<file path="src/rtl/irq_pkg.sv">
package irq_pkg;
  localparam int LVL_W = 3;
  typedef logic [LVL_W-1:0] lvl_t;

  // A source level passes the processor threshold only when strictly above it.
  function automatic logic lvl_admits(input lvl_t lvl, input lvl_t thr);
    return lvl > thr;
  endfunction
endpackage

</file>
<file path="src/rtl/irq_pend_bank.sv">
module irq_pend_bank #(
  parameter int N_SRC = 8
) (
  input  logic             clk,
  input  logic             rst,
  input  logic [N_SRC-1:0] src_evt,
  input  logic [N_SRC-1:0] ack_hit,
  input  logic             sw_wr_en,
  input  logic [N_SRC-1:0] sw_wr_data,
  output logic [N_SRC-1:0] pnd_q
);
  logic [N_SRC-1:0] pnd_n;

  for (genvar g = 0; g < N_SRC; g++) begin : g_bit
    logic sw_clr;
    logic keep;
    assign sw_clr     = sw_wr_en & ~sw_wr_data[g];
    assign keep       = pnd_q[g] & ~ack_hit[g] & ~sw_clr;
    assign pnd_n[g]   = src_evt[g] | keep;

    AST_EVT_SETS: assert property (@(posedge clk) disable iff (rst)
      src_evt[g] |=> pnd_q[g]);
    AST_ACK_CLEARS: assert property (@(posedge clk) disable iff (rst)
      (ack_hit[g] && !src_evt[g]) |=> !pnd_q[g]);
    AST_SW_NO_SET: assert property (@(posedge clk) disable iff (rst)
      (!pnd_q[g] && !src_evt[g]) |=> !pnd_q[g]);
    AST_SET_WINS: assert property (@(posedge clk) disable iff (rst)
      (src_evt[g] && (ack_hit[g] || sw_clr)) |=> pnd_q[g]);
  end

  always_ff @(posedge clk) begin
    if (rst) pnd_q <= '0;
    else     pnd_q <= pnd_n;
  end
endmodule

</file>
<file path="src/rtl/irq_lvl_bank.sv">
module irq_lvl_bank
  import irq_pkg::*;
#(
  parameter int N_SRC = 8,
  parameter int IDX_W = (N_SRC > 1) ? $clog2(N_SRC) : 1
) (
  input  logic                        clk,
  input  logic                        rst,
  input  logic                        wr_en,
  input  logic [IDX_W-1:0]            wr_idx,
  input  lvl_t                        wr_data,
  output logic [N_SRC-1:0][LVL_W-1:0] lvl_q
);
  localparam logic [IDX_W:0] SRC_CNT = (IDX_W+1)'(N_SRC);

  logic idx_ok;
  assign idx_ok = {1'b0, wr_idx} < SRC_CNT;

  always_ff @(posedge clk) begin
    if (rst) begin
      lvl_q <= '0;
    end else if (wr_en && idx_ok) begin
      lvl_q[wr_idx] <= wr_data;
    end
  end

  AST_LVL_HOLD: assert property (@(posedge clk) disable iff (rst)
    !wr_en |=> $stable(lvl_q));
  AST_LVL_LOAD: assert property (@(posedge clk) disable iff (rst)
    (wr_en && idx_ok) |=> lvl_q[$past(wr_idx)] == $past(wr_data));
endmodule

</file>
<file path="src/rtl/irq_arbiter.sv">
module irq_arbiter
  import irq_pkg::*;
#(
  parameter int N_SRC = 8,
  parameter int IDX_W = (N_SRC > 1) ? $clog2(N_SRC) : 1
) (
  input  logic                        glb_en,
  input  lvl_t                        thr,
  input  logic [N_SRC-1:0]            pnd,
  input  logic [N_SRC-1:0][LVL_W-1:0] lvl_vec,
  output logic                        win_vld,
  output logic [IDX_W-1:0]            win_idx,
  output lvl_t                        win_lvl
);
  logic [N_SRC-1:0] elig;

  for (genvar g = 0; g < N_SRC; g++) begin : g_elig
    assign elig[g] = glb_en & pnd[g] & lvl_admits(lvl_vec[g], thr);
  end

  // Linear scan: a later source replaces the holder only when strictly
  // higher, so equal levels keep the lowest index.
  always_comb begin
    win_vld = 1'b0;
    win_idx = '0;
    win_lvl = '0;
    for (int i = 0; i < N_SRC; i++) begin
      if (elig[i] && (!win_vld || lvl_vec[i] > win_lvl)) begin
        win_vld = 1'b1;
        win_idx = IDX_W'(i);
        win_lvl = lvl_vec[i];
      end
    end
  end
endmodule

</file>
<file path="src/rtl/prio_irq_ctrl.sv">
module prio_irq_ctrl
  import irq_pkg::*;
#(
  parameter int N_SRC = 8,
  parameter int IDX_W = (N_SRC > 1) ? $clog2(N_SRC) : 1
) (
  input  logic             clk,
  input  logic             rst,
  input  logic [N_SRC-1:0] src_evt,
  input  logic             glb_en,
  input  logic [2:0]       cpu_thr,
  input  logic             irq_ack,
  input  logic             lvl_wr_en,
  input  logic [IDX_W-1:0] lvl_wr_idx,
  input  logic [2:0]       lvl_wr_data,
  input  logic             pnd_wr_en,
  input  logic [N_SRC-1:0] pnd_wr_data,
  output logic             irq_req,
  output logic [IDX_W-1:0] irq_vec,
  output logic [2:0]       irq_lvl
);
  logic [N_SRC-1:0]            pnd_q;
  logic [N_SRC-1:0][LVL_W-1:0] lvl_q;
  logic [N_SRC-1:0]            ack_hit;

  for (genvar g = 0; g < N_SRC; g++) begin : g_ack
    assign ack_hit[g] = irq_ack & irq_req & (irq_vec == IDX_W'(g));
  end

  irq_pend_bank #(.N_SRC(N_SRC)) u_pend (
    .clk        (clk),
    .rst        (rst),
    .src_evt    (src_evt),
    .ack_hit    (ack_hit),
    .sw_wr_en   (pnd_wr_en),
    .sw_wr_data (pnd_wr_data),
    .pnd_q      (pnd_q)
  );

  irq_lvl_bank #(.N_SRC(N_SRC), .IDX_W(IDX_W)) u_lvl (
    .clk     (clk),
    .rst     (rst),
    .wr_en   (lvl_wr_en),
    .wr_idx  (lvl_wr_idx),
    .wr_data (lvl_wr_data),
    .lvl_q   (lvl_q)
  );

  irq_arbiter #(.N_SRC(N_SRC), .IDX_W(IDX_W)) u_arb (
    .glb_en  (glb_en),
    .thr     (cpu_thr),
    .pnd     (pnd_q),
    .lvl_vec (lvl_q),
    .win_vld (irq_req),
    .win_idx (irq_vec),
    .win_lvl (irq_lvl)
  );

  AST_EN_GATES: assert property (@(posedge clk) disable iff (rst)
    !glb_en |-> !irq_req);
  AST_ABOVE_THR: assert property (@(posedge clk) disable iff (rst)
    irq_req |-> (irq_lvl > cpu_thr));
  AST_NONZERO_LVL: assert property (@(posedge clk) disable iff (rst)
    irq_req |-> (irq_lvl != 3'd0));
  AST_WINNER_PENDING: assert property (@(posedge clk) disable iff (rst)
    irq_req |-> pnd_q[irq_vec]);
  AST_IDLE_ZERO: assert property (@(posedge clk) disable iff (rst)
    !irq_req |-> (irq_vec == '0 && irq_lvl == '0));
  AST_ACK_ONE_HOT: assert property (@(posedge clk) disable iff (rst)
    $onehot0(ack_hit));
endmodule

</file>
<file path="config.mk">
export PLATFORM = sky130hd
export DESIGN_NAME = prio_irq_ctrl
export DESIGN_NICKNAME = d
export VERILOG_FILES = /design/src/rtl/irq_pkg.sv /design/src/rtl/irq_pend_bank.sv /design/src/rtl/irq_lvl_bank.sv /design/src/rtl/irq_arbiter.sv /design/src/rtl/prio_irq_ctrl.sv
export SDC_FILE = /design/constraint.sdc
export NUM_CORES = 1
export LEC_CHECK = 0
export BUFFER_PORTS_ARGS = -buffer_cell sky130_fd_sc_hd__buf_4
export CORE_ASPECT_RATIO = 1.2
export CORE_MARGIN = 2
export CORE_UTILIZATION = 53
export DETAILED_ROUTE_END_ITERATION = 8
export PLACE_DENSITY = 0.82
export SLEW_MARGIN = 0
export SYNTH_ARGS = -nofsm -noshare
export SYNTH_HDL_FRONTEND = slang
export SYNTH_HIERARCHICAL = 1
export SYNTH_SLANG_ARGS = --single-unit
</file>
<file path="constraint.sdc">
create_clock -name clk -period 15.4 [get_ports clk]
set_clock_uncertainty 0.2 [all_clocks]
set_input_delay 2.31 -clock clk [delete_from_list [all_inputs] [get_ports clk]]
set_output_delay 2.31 -clock clk [all_outputs]
set_load 0.02 [all_outputs]
</file>
After elaboration in Yosys (flattened, before gate mapping)

Cells that the tools add are included.

Equal/unequal tests: 7
Order comparisons: 17
Reductions and logical operators: 23
Muxes and demuxes: 26
Bitwise operators: 81

Operators by type and width:

| cell                                                                                 | count |
|---|---|
| 1-bit bitwise AND                                                                    | 49 |
| 3-bit > comparator                                                                   | 15 |
| 3-bit two-way mux                                                                    | 13 |
| 24-bit bitwise mux                                                                   | 1 |
| 1-bit inverter                                                                       | 24 |
| 3-bit == test (second input constant)                                                | 4 |
| 3-bit demux with 3-bit select                                                        | 1 |
| 1-bit two-way mux                                                                    | 9 |
| 1-bit logical AND                                                                    | 8 |
| 1-bit OR                                                                             | 8 |
| 1-bit logical NOT                                                                    | 7 |
| 1-bit logical OR                                                                     | 7 |
| 3-bit by 2-bit == test with 1-bit output (second input constant)                     | 2 |
| 3-bit by 4-bit < comparator with 1-bit output (second input constant)                | 1 |
| 2-bit two-way mux                                                                    | 2 |
| 3-bit by 1-bit == test with 1-bit output (second input constant)                     | 1 |
| 3-bit by 1-bit greater-or-equal comparator with 1-bit output (second input constant) | 1 |
| 3-bit logical NOT                                                                    | 1 |

Flip-flop bits (word level): 32
Output and inout bits: 7
Logic and storage cells: 163
Input bits: 31

Logic depth before layout (Yosys ltp)

Gate-level depths: netlist of run 1.

Word-level depth: 37
Depth in mapped cells: 66
Mapped depth without buffers: 64

Cells and area by module

Netlist of run 1, hierarchy kept.

By module, submodules not included:

| module        | area each (um2) | times used | cells an instance | sequential area each (um2) |
|---|---|---|---|---|
| irq_arbiter   | 1594.0          | 1          | 205               | 0.0 |
| irq_lvl_bank  | 994.7           | 1          | 90                | 480.5 |
| irq_pend_bank | 324.1           | 1          | 41                | 160.2 |
| prio_irq_ctrl | 88.8            | 1          | 13                | 0.0 |

Worst setup path before layout of run 1

Ideal clock, no wire load.

Kind: input to output
From: in cpu_thr[1]
To: out irq_lvl[0]
Stages: 59
Path buffers: 2
Data arrival time: 12497 ps
Setup slack: 393 ps
Required time: 12890 ps
Path through: inv_1 ha_1 nor2b_4 o311ai_4 nor2_2 nand2_1 ha_1 nor2b_1 o21a_1 o21ai_1 o31a_1 a22oi_1 ha_1 nor2b_1 o21a_1 o21ai_0 a21oi_4 nor2b_1 [... 23 more ...] a311o_1 a21boi_1 ha_1 nor2b_1 o21ai_0 nand2b_1 and3_1 a31o_2 buf_2 a21oi_1 a22o_1 ha_1 a21o_1 a21oi_1 a311oi_1 a21oi_1 o22ai_1 a31oi_1

Cells in the longest elaborated chain, start to end: 31
Elaborated cells on any way between the ends: 59
Those cells by class: 15 x order compare; 15 x mux; 8 x bitwise; 21 x reduce/logical

RTL lines:

| element                                                        | line                | source |
|---|---|---|
| start, declared                                                | prio_irq_ctrl.sv:11 | `input logic [2:0] cpu_thr,` |
| 3-bit > comparator                                             | irq_pkg.sv:7        | `return lvl > thr;` |
| 1-bit bitwise AND                                              | irq_arbiter.sv:18   | `assign elig[g] = glb_en & pnd[g] & lvl_admits(lvl_vec[g], thr);` |
| 3-bit two-way mux / 1-bit two-way mux (equally long branches)  | irq_arbiter.sv:28   | `if (elig[i] && (!win_vld \|\| lvl_vec[i] > win_lvl)) begin` |
| 3-bit > comparator / 1-bit logical NOT (equally long branches) | irq_arbiter.sv:28   |  |
| 1-bit logical OR                                               | irq_arbiter.sv:28   |  |
| 1-bit logical AND                                              | irq_arbiter.sv:28   |  |
| 3-bit two-way mux / 1-bit two-way mux (equally long branches)  | irq_arbiter.sv:28   |  |
| 3-bit > comparator / 1-bit logical NOT (equally long branches) | irq_arbiter.sv:28   |  |
| [... 15 more ...]                                              | n/a                 |  |
| 3-bit > comparator / 1-bit logical NOT (equally long branches) | irq_arbiter.sv:28   |  |
| 1-bit logical OR                                               | irq_arbiter.sv:28   |  |
| 1-bit logical AND                                              | irq_arbiter.sv:28   |  |
| 3-bit two-way mux / 1-bit two-way mux (equally long branches)  | irq_arbiter.sv:28   |  |
| 3-bit > comparator / 1-bit logical NOT (equally long branches) | irq_arbiter.sv:28   |  |
| 1-bit logical OR                                               | irq_arbiter.sv:28   |  |
| 1-bit logical AND                                              | irq_arbiter.sv:28   |  |
| 3-bit two-way mux *                                            | irq_arbiter.sv:28   |  |
| end, declared                                                  | prio_irq_ctrl.sv:20 | `output logic [2:0] irq_lvl` |

Mark *: on every way between the ends. The rest lies on a longest branch, timed or not.

Worst setup path after layout of run 1

From: in cpu_thr[1]
To: out irq_lvl[1]

The elaborated chain is that of the path after synthesis.

==> results.toml, run 1 <==
[route]
drt_iter0_drc = 173
first_pass_iters = 4
via_per_inst = 6.15
detail-route-antenna-nets = 0
wl_mm = 7.93
wire_per_inst_um = 16.9
drc = 0
vias = 2876

[timing]
worstMarginPinSlew_ps = 670
slew_viol_final = 0
setup_violations = 0
min_period_ps = 15290
finalSetupTns_ps = 0
hold_violations = 0
fin_crit_sh = 0.993
timing.fmax_ghz = 0.0654
relSlewSlack = 0.552
holdWs_ps = 302

[layout]
final_common_cell = "buf_4"
stdcell_count = 468
diodes = 0
final_nets = 479
n_fill_cell = 441
most-common-layout-cells = "buf_4, ha_1, nand2b_1"
utilization = 0.670
syn_to_final_growth_pct = 24.0
drive_gt1_frac = 0.275

[die]
die_area_mm2 = 0.00628
io_pins = 38
start_util = 0.540
rows = 30
die_y_um = 86.4
fp.dieW_um = 72.7
core-area_mm2 = 0.00556

[placement]
place_congestion = 0.901
hpwl_mm = 5.66
dp.cells = 448
io_buffers = 37

[critical_path]
slowest_stage = "a221oi_1"
startpoint_type = "primary input"
r2r_end = "u_pend/pnd_q[5]$_SDFF_PP0_"
r2r_start = "u_lvl/lvl_q[1]$_SDFFE_PP0P_"
path_max_fanout = 8
regToRegSetupSlack_ps = 3840
cp.required_ps = 12890
crit_arrival_ps = 12780
crit_top_cell = "ha_1"
critical_path_class = "primary input to primary output"
crit_path_max_incr_delay_ps = 400
rr_worst_depth = 64
endpoint_kind = "primary output"

[clock_tree]
cts_root_buf = "clkbuf_8"
clockBufferDepth = 2
path_clk_slew_ps = 70
cts_tree = "yes"
clk_latency_ps = 290
cts_max_level = 2
cts_sinks = 32
numCtsBuffers = 5

[synth]
ys_seq_area_frac = 0.213
synth_nets = 425
yosys.area.top_type = "dfxtp_1"
synthTopCellsByArea = "dfxtp_1, ha_1, mux2i_1"
yosys.area.top_type_share = 0.213
synth.distinct_cells = 55
synthCells = 349
synth_area_mm2 = 0.00300
yosys_warnings = 6
synthArstFlopShare = 0
synth_flop_cell = "dfxtp_1"
synth.avg_cell_area_um2 = 8.60
synth_edf_count = 0
synth_seq_cells = 32

[pwr]
leakagePower_nw = 1.65
ir_drop_v = 0.0000355
p_per_area_mw_per_mm2 = 56.4

[global_route]
grt_max_degree = 36
grt_pass1_wl_mm = 11.8
grt_use_total = 0.234
grt_pass1_vias = 2684
overflow = 0
antenna_found_initial = 0

[min_path]
min_to = "u_lvl/lvl_q[6]$_SDFFE_PP0P_"
hold_depth = 2
worstHoldStart = "u_lvl/lvl_q[6]$_SDFFE_PP0P_"
hp-class = "register to register"

[outcome]
outcome = "completed"

[run]
max-cap-violations = 0
kinds of logic (layout without fill, tap and decap cells):
family,count (synthesis),in the layout,synth area share
simple gates,130,130,0.266
fa+ha+maj,45,45,0.188
mux,24,24,0.0800
flops,32,32,0.213
compound gates,79,80,0.203
buf+inv,39,93,0.0500
through the flow:
| step | instance area, um^2 | setup WS, ps | power, mW |
|---|---|---|---|
| 6_report | 3720 | 107 | 0.210 |
| 5_1_grt | 3720 | -169 | 0.219 |
| 4_1_cts | 3480 | 31.7 | 0.206 |
| 3_5_place_dp | 3380 | -83.0 | 0.138 |
| 3_3_place_gp | 3380 | 225 | 0.136 |
| 2_1_floorplan | 3000 | 393 | 0.121 |
critical path: cells and delay by family:
family | cells | cell delay (ps)
buffers and inverters | 7 | 970
AOI/OAI and AO/OA | 29 | 5060
adders and majority gates | 8 | 2000
and+or+nand+nor | 18 | 2420
cell usage after synthesis (2+ instances only):
master      n
a21o_1      3
a21oi_1     8
a221oi_1    2
a22o_1      3
a22oi_1     3
a311o_1     3
a31o_2      2
a31oi_1    14
a32oi_1     3
and2_1      4
buf_2       3
clkbuf_1    7
dfxtp_1    32
ha_1       45
inv_1      28
mux2i_1    24
nand2_1    12
nand2b_1   38
nand3_1    12
nand4_1     2
nand4b_1    2
nand4bb_1   3
nor2_1     22
nor2b_1    15
nor2b_4     2
nor3_2      2
o2111ai_1   2
o211ai_1    2
o21a_1      6
o21ai_0    10
o21ai_1     4
o22ai_1     4
o311ai_4    2
or2_2       3
or3_1       2
report_power, final:
| part | switching, mW | internal (mW) |
|---|---|---|
| logic | 0.0273 | 0.0256 |
| registers | 0.00308 | 0.0856 |
| clock network | 0.0360 | 0.0322 |
| total | 0.0664 | 0.143 |
cell type report:
cell class | count | area [um^2] | area share
multi-input cells | 279 | 2370 | 0.636
clock buffers | 6 | 72.6 | 0.0195
repair buffers | 57 | 439 | 0.118
well taps | 64 | 80.1 | 0.0215
inverters | 28 | 105 | 0.0282
clock inverters | 2 | 16.3 | 0.00437
flip-flops and latches | 32 | 641 | 0.172
registers in the layout, indices dropped and copies added (netlist names):
| signal | count |
|---|---|
| u_lvl/lvl_q | 24 |
| u_pend/pnd_q | 8 |
per-layer routing:
metal  vias up  GRT usage  part of all wire
met1      1346      0.278              0.42
met5         -          0                 0
li1       1378          -                 -
met3        33     0.0349             0.047
met2       119      0.421              0.50
met4         0     0.0842             0.034
worst max path at each step:
stage / start / to / slack [ps] / cells past startpoint
2_1_floorplan: cpu_thr[1] / irq_lvl[0] / 390 / 59
3_3_place_gp: cpu_thr[1] / irq_lvl[2] / 220 / 62
3_5_place_dp: cpu_thr[1] / irq_lvl[2] / -80 / 62
4_1_cts: cpu_thr[1] / irq_lvl[1] / 30 / 62
5_1_grt: cpu_thr[1] / irq_lvl[1] / -170 / 62
6_report: cpu_thr[1] / irq_lvl[1] / 110 / 62
what timing repair did:
item | CTS | global route
gates cloned | 0 | 1
setup buffers | 1 | 10
pin swaps | 1 | 18
endpoints found under the setup margin | 4 | 6
hold buffers | 0 | 0
resized for setup | 1 | 35
No activity file was read; power rests on OpenSTA's default activity.
==> run 2: changes to the inputs <==
--- a/config.mk
+++ b/config.mk
@@ -10,7 +10,7 @@
 export CORE_MARGIN = 2
 export CORE_UTILIZATION = 53
 export DETAILED_ROUTE_END_ITERATION = 8
-export PLACE_DENSITY = 0.82
+export PLACE_DENSITY = 0.87
 export SLEW_MARGIN = 0
 export SYNTH_ARGS = -nofsm -noshare
 export SYNTH_HDL_FRONTEND = slang
==> results.toml, run 2 (same netlist as run 1, synthesis figures left out) <==
[outcome]
outcome = "complete, but fails checks"
violations = "negative setup slack"

[route]
wire_per_inst_um = 18.7
vias = 3080
via_per_inst = 6.57
detail-route-antenna-nets = 0
drc = 0
first_pass_iters = 6
drt_iter0_drc = 307
wl_mm = 8.77

[clock_tree]
clk_latency_ps = 300
path_clk_slew_ps = 70
ctsHoldBuffers = 0
cts_root_buf = "clkbuf_8"
cts_sinks = 32
numCtsBuffers = 5
cts_max_level = 2
clockBufferDepth = 2
cts_tree = "yes"

[placement]
io_buffers = 37
dp.cells = 446
dpl_cell_area_mm2 = 0.00337
hpwl_mm = 5.80
place_congestion = 0.868

[timing]
layout_setup_ws_ps = -82.1
setup_violations = 5
relSlewSlack = 0.462
hold_violations = 0
min_period_ps = 15480
worstMarginPinSlew_ps = 805
timing.fmax_ghz = 0.0646
fin_crit_sh = 1.01
slew_viol_final = 0

[global_route]
grt_max_degree = 36
overflow = 0
grt_use_total = 0.241
grt_pass1_wl_mm = 12.0
grt_pass1_vias = 2622
antenna_found_initial = 0

[min_path]
hp-class = "register to register"

[layout]
top_regs = "u_lvl/lvl_q (24), u_pend/pnd_q (8)"
syn_to_final_growth_pct = 25.6
utilization = 0.679
final_nets = 480
most-common-layout-cells = "buf_4, ha_1, nand2b_1"
stdcell_count = 469
n_fill_cell = 409
final_common_cell = "buf_4"
diodes = 0
largest_reg_flops = 24
drive_gt1_frac = 0.284
final_area_mm2 = 0.00377
largest_register = "u_lvl/lvl_q"

[die]
fp.dieW_um = 72.7
rows = 30
start_util = 0.540
die_y_um = 86.4
io_pins = 38
core-area_mm2 = 0.00556
die_area_mm2 = 0.00628

[run]
max-cap-violations = 0

[critical_path]
startpoint_type = "primary input"
r2r_start = "u_lvl/lvl_q[1]$_SDFFE_PP0P_"
cp-endpoint = "irq_lvl[2]"
regToRegSetupSlack_ps = 3660
crit_arrival_ps = 12970
r2r_end = "u_pend/pnd_q[0]$_SDFF_PP0_"
rr_worst_depth = 63
cp.required_ps = 12890
critical_path_class = "primary input to primary output"
startpoint = "cpu_thr[1]"
endpoint_kind = "primary output"
crit_top_cell = "ha_1"
path_max_fanout = 6
slowest_stage = "or3_4"
crit_path_max_incr_delay_ps = 380

[pwr]
power_mw = 0.211
ir_drop_v = 0.0000567
p_int_mw = 0.144
power.share.sequential = 0.422
p_per_area_mw_per_mm2 = 55.9
clockPowerShare = 0.319
p_sw_frac = 0.318
power_frac_comb = 0.259
switchingPower_mw = 0.0669
leakagePower_nw = 1.65
## run 2: cell count changes in the layout (fill, tap and decap cells not counted), moves of 2 or more
cell     delta
buf_6       -2
a21oi_2     -2
or2_4       +2
ha_2        -2
or2_2       -2
a21oi_1     +2
ha_4        +3
## run 2: worst min-delay path by stage
stage                                      startpoint                          end  slack [ps]  cells after the start
after floorplan           u_lvl/lvl_q[6]$_SDFFE_PP0P_  u_lvl/lvl_q[6]$_SDFFE_PP0P_         250                      2
after global placement    u_lvl/lvl_q[6]$_SDFFE_PP0P_  u_lvl/lvl_q[6]$_SDFFE_PP0P_         260                      2
after detailed placement  u_lvl/lvl_q[6]$_SDFFE_PP0P_  u_lvl/lvl_q[6]$_SDFFE_PP0P_         280                      2
after CTS                 u_lvl/lvl_q[6]$_SDFFE_PP0P_  u_lvl/lvl_q[6]$_SDFFE_PP0P_         290                      2
after global routing      u_lvl/lvl_q[6]$_SDFFE_PP0P_  u_lvl/lvl_q[6]$_SDFFE_PP0P_         300                      2
final                     u_lvl/lvl_q[6]$_SDFFE_PP0P_  u_lvl/lvl_q[6]$_SDFFE_PP0P_         280                      2
## run 2: critical path: cells and delay by family
family	cells	cell delay, ps
fa+ha+maj	8	2000
buf+inv	8	1110
simple gates	17	2350
compound gates	30	5180
## run 2: power groups by stage
stage / Clock (mW) / Sequential (mW) / Combinational, mW
after floorplan: 0 / 0.0893 / 0.0312
after global placement: 0 / 0.0902 / 0.0452
after detailed placement: 0 / 0.0904 / 0.0477
after CTS: 0.0681 / 0.0885 / 0.0486
after global routing: 0.0707 / 0.0892 / 0.0587
final: 0.0671 / 0.0890 / 0.0545
## run 2: final cells by class
cell class,count,area (um^2),share of cell area
clock buffers,6,72.6,0.0192
flip-flops and latches,32,641,0.170
repair buffers,58,449,0.119
multi-input cells,279,2400,0.638
well taps,64,80.1,0.0212
inverters,28,108,0.0285
clock inverters,2,16.3,0.00431
## run 2: layer usage
| metal | global-route usage | routed length, um | share of wire | up-vias |
|---|---|---|---|---|
| met5 | 0 | 0 | 0 | - |
| met4 | 0.0859 | 434 | 0.049 | 0 |
| met3 | 0.0384 | 635 | 0.072 | 53 |
| met2 | 0.433 | 4290 | 0.49 | 186 |
| met1 | 0.286 | 3410 | 0.39 | 1456 |
| li1 | - | - | - | 1385 |
## run 2: stage by stage
| stage | hold WS [ps] | TNS [ps] | worst slack (ps) |
|---|---|---|---|
| floorplan | 253 | 0 | 393 |
| global placement | 264 | 0 | 228 |
| detailed placement | 276 | -1180 | -308 |
| CTS | 288 | 0 | 0.283 |
| global route | 305 | -1360 | -274 |
| finish | 280 | -218 | -82.1 |
## run 2: what timing repair did
action / in CTS / in global routing
pin swaps: 1 / 20
gates cloned: 0 / 2
endpoints found under the setup margin: 6 / 6
setup buffers: 2 / 11
gates resized for setup: 4 / 37
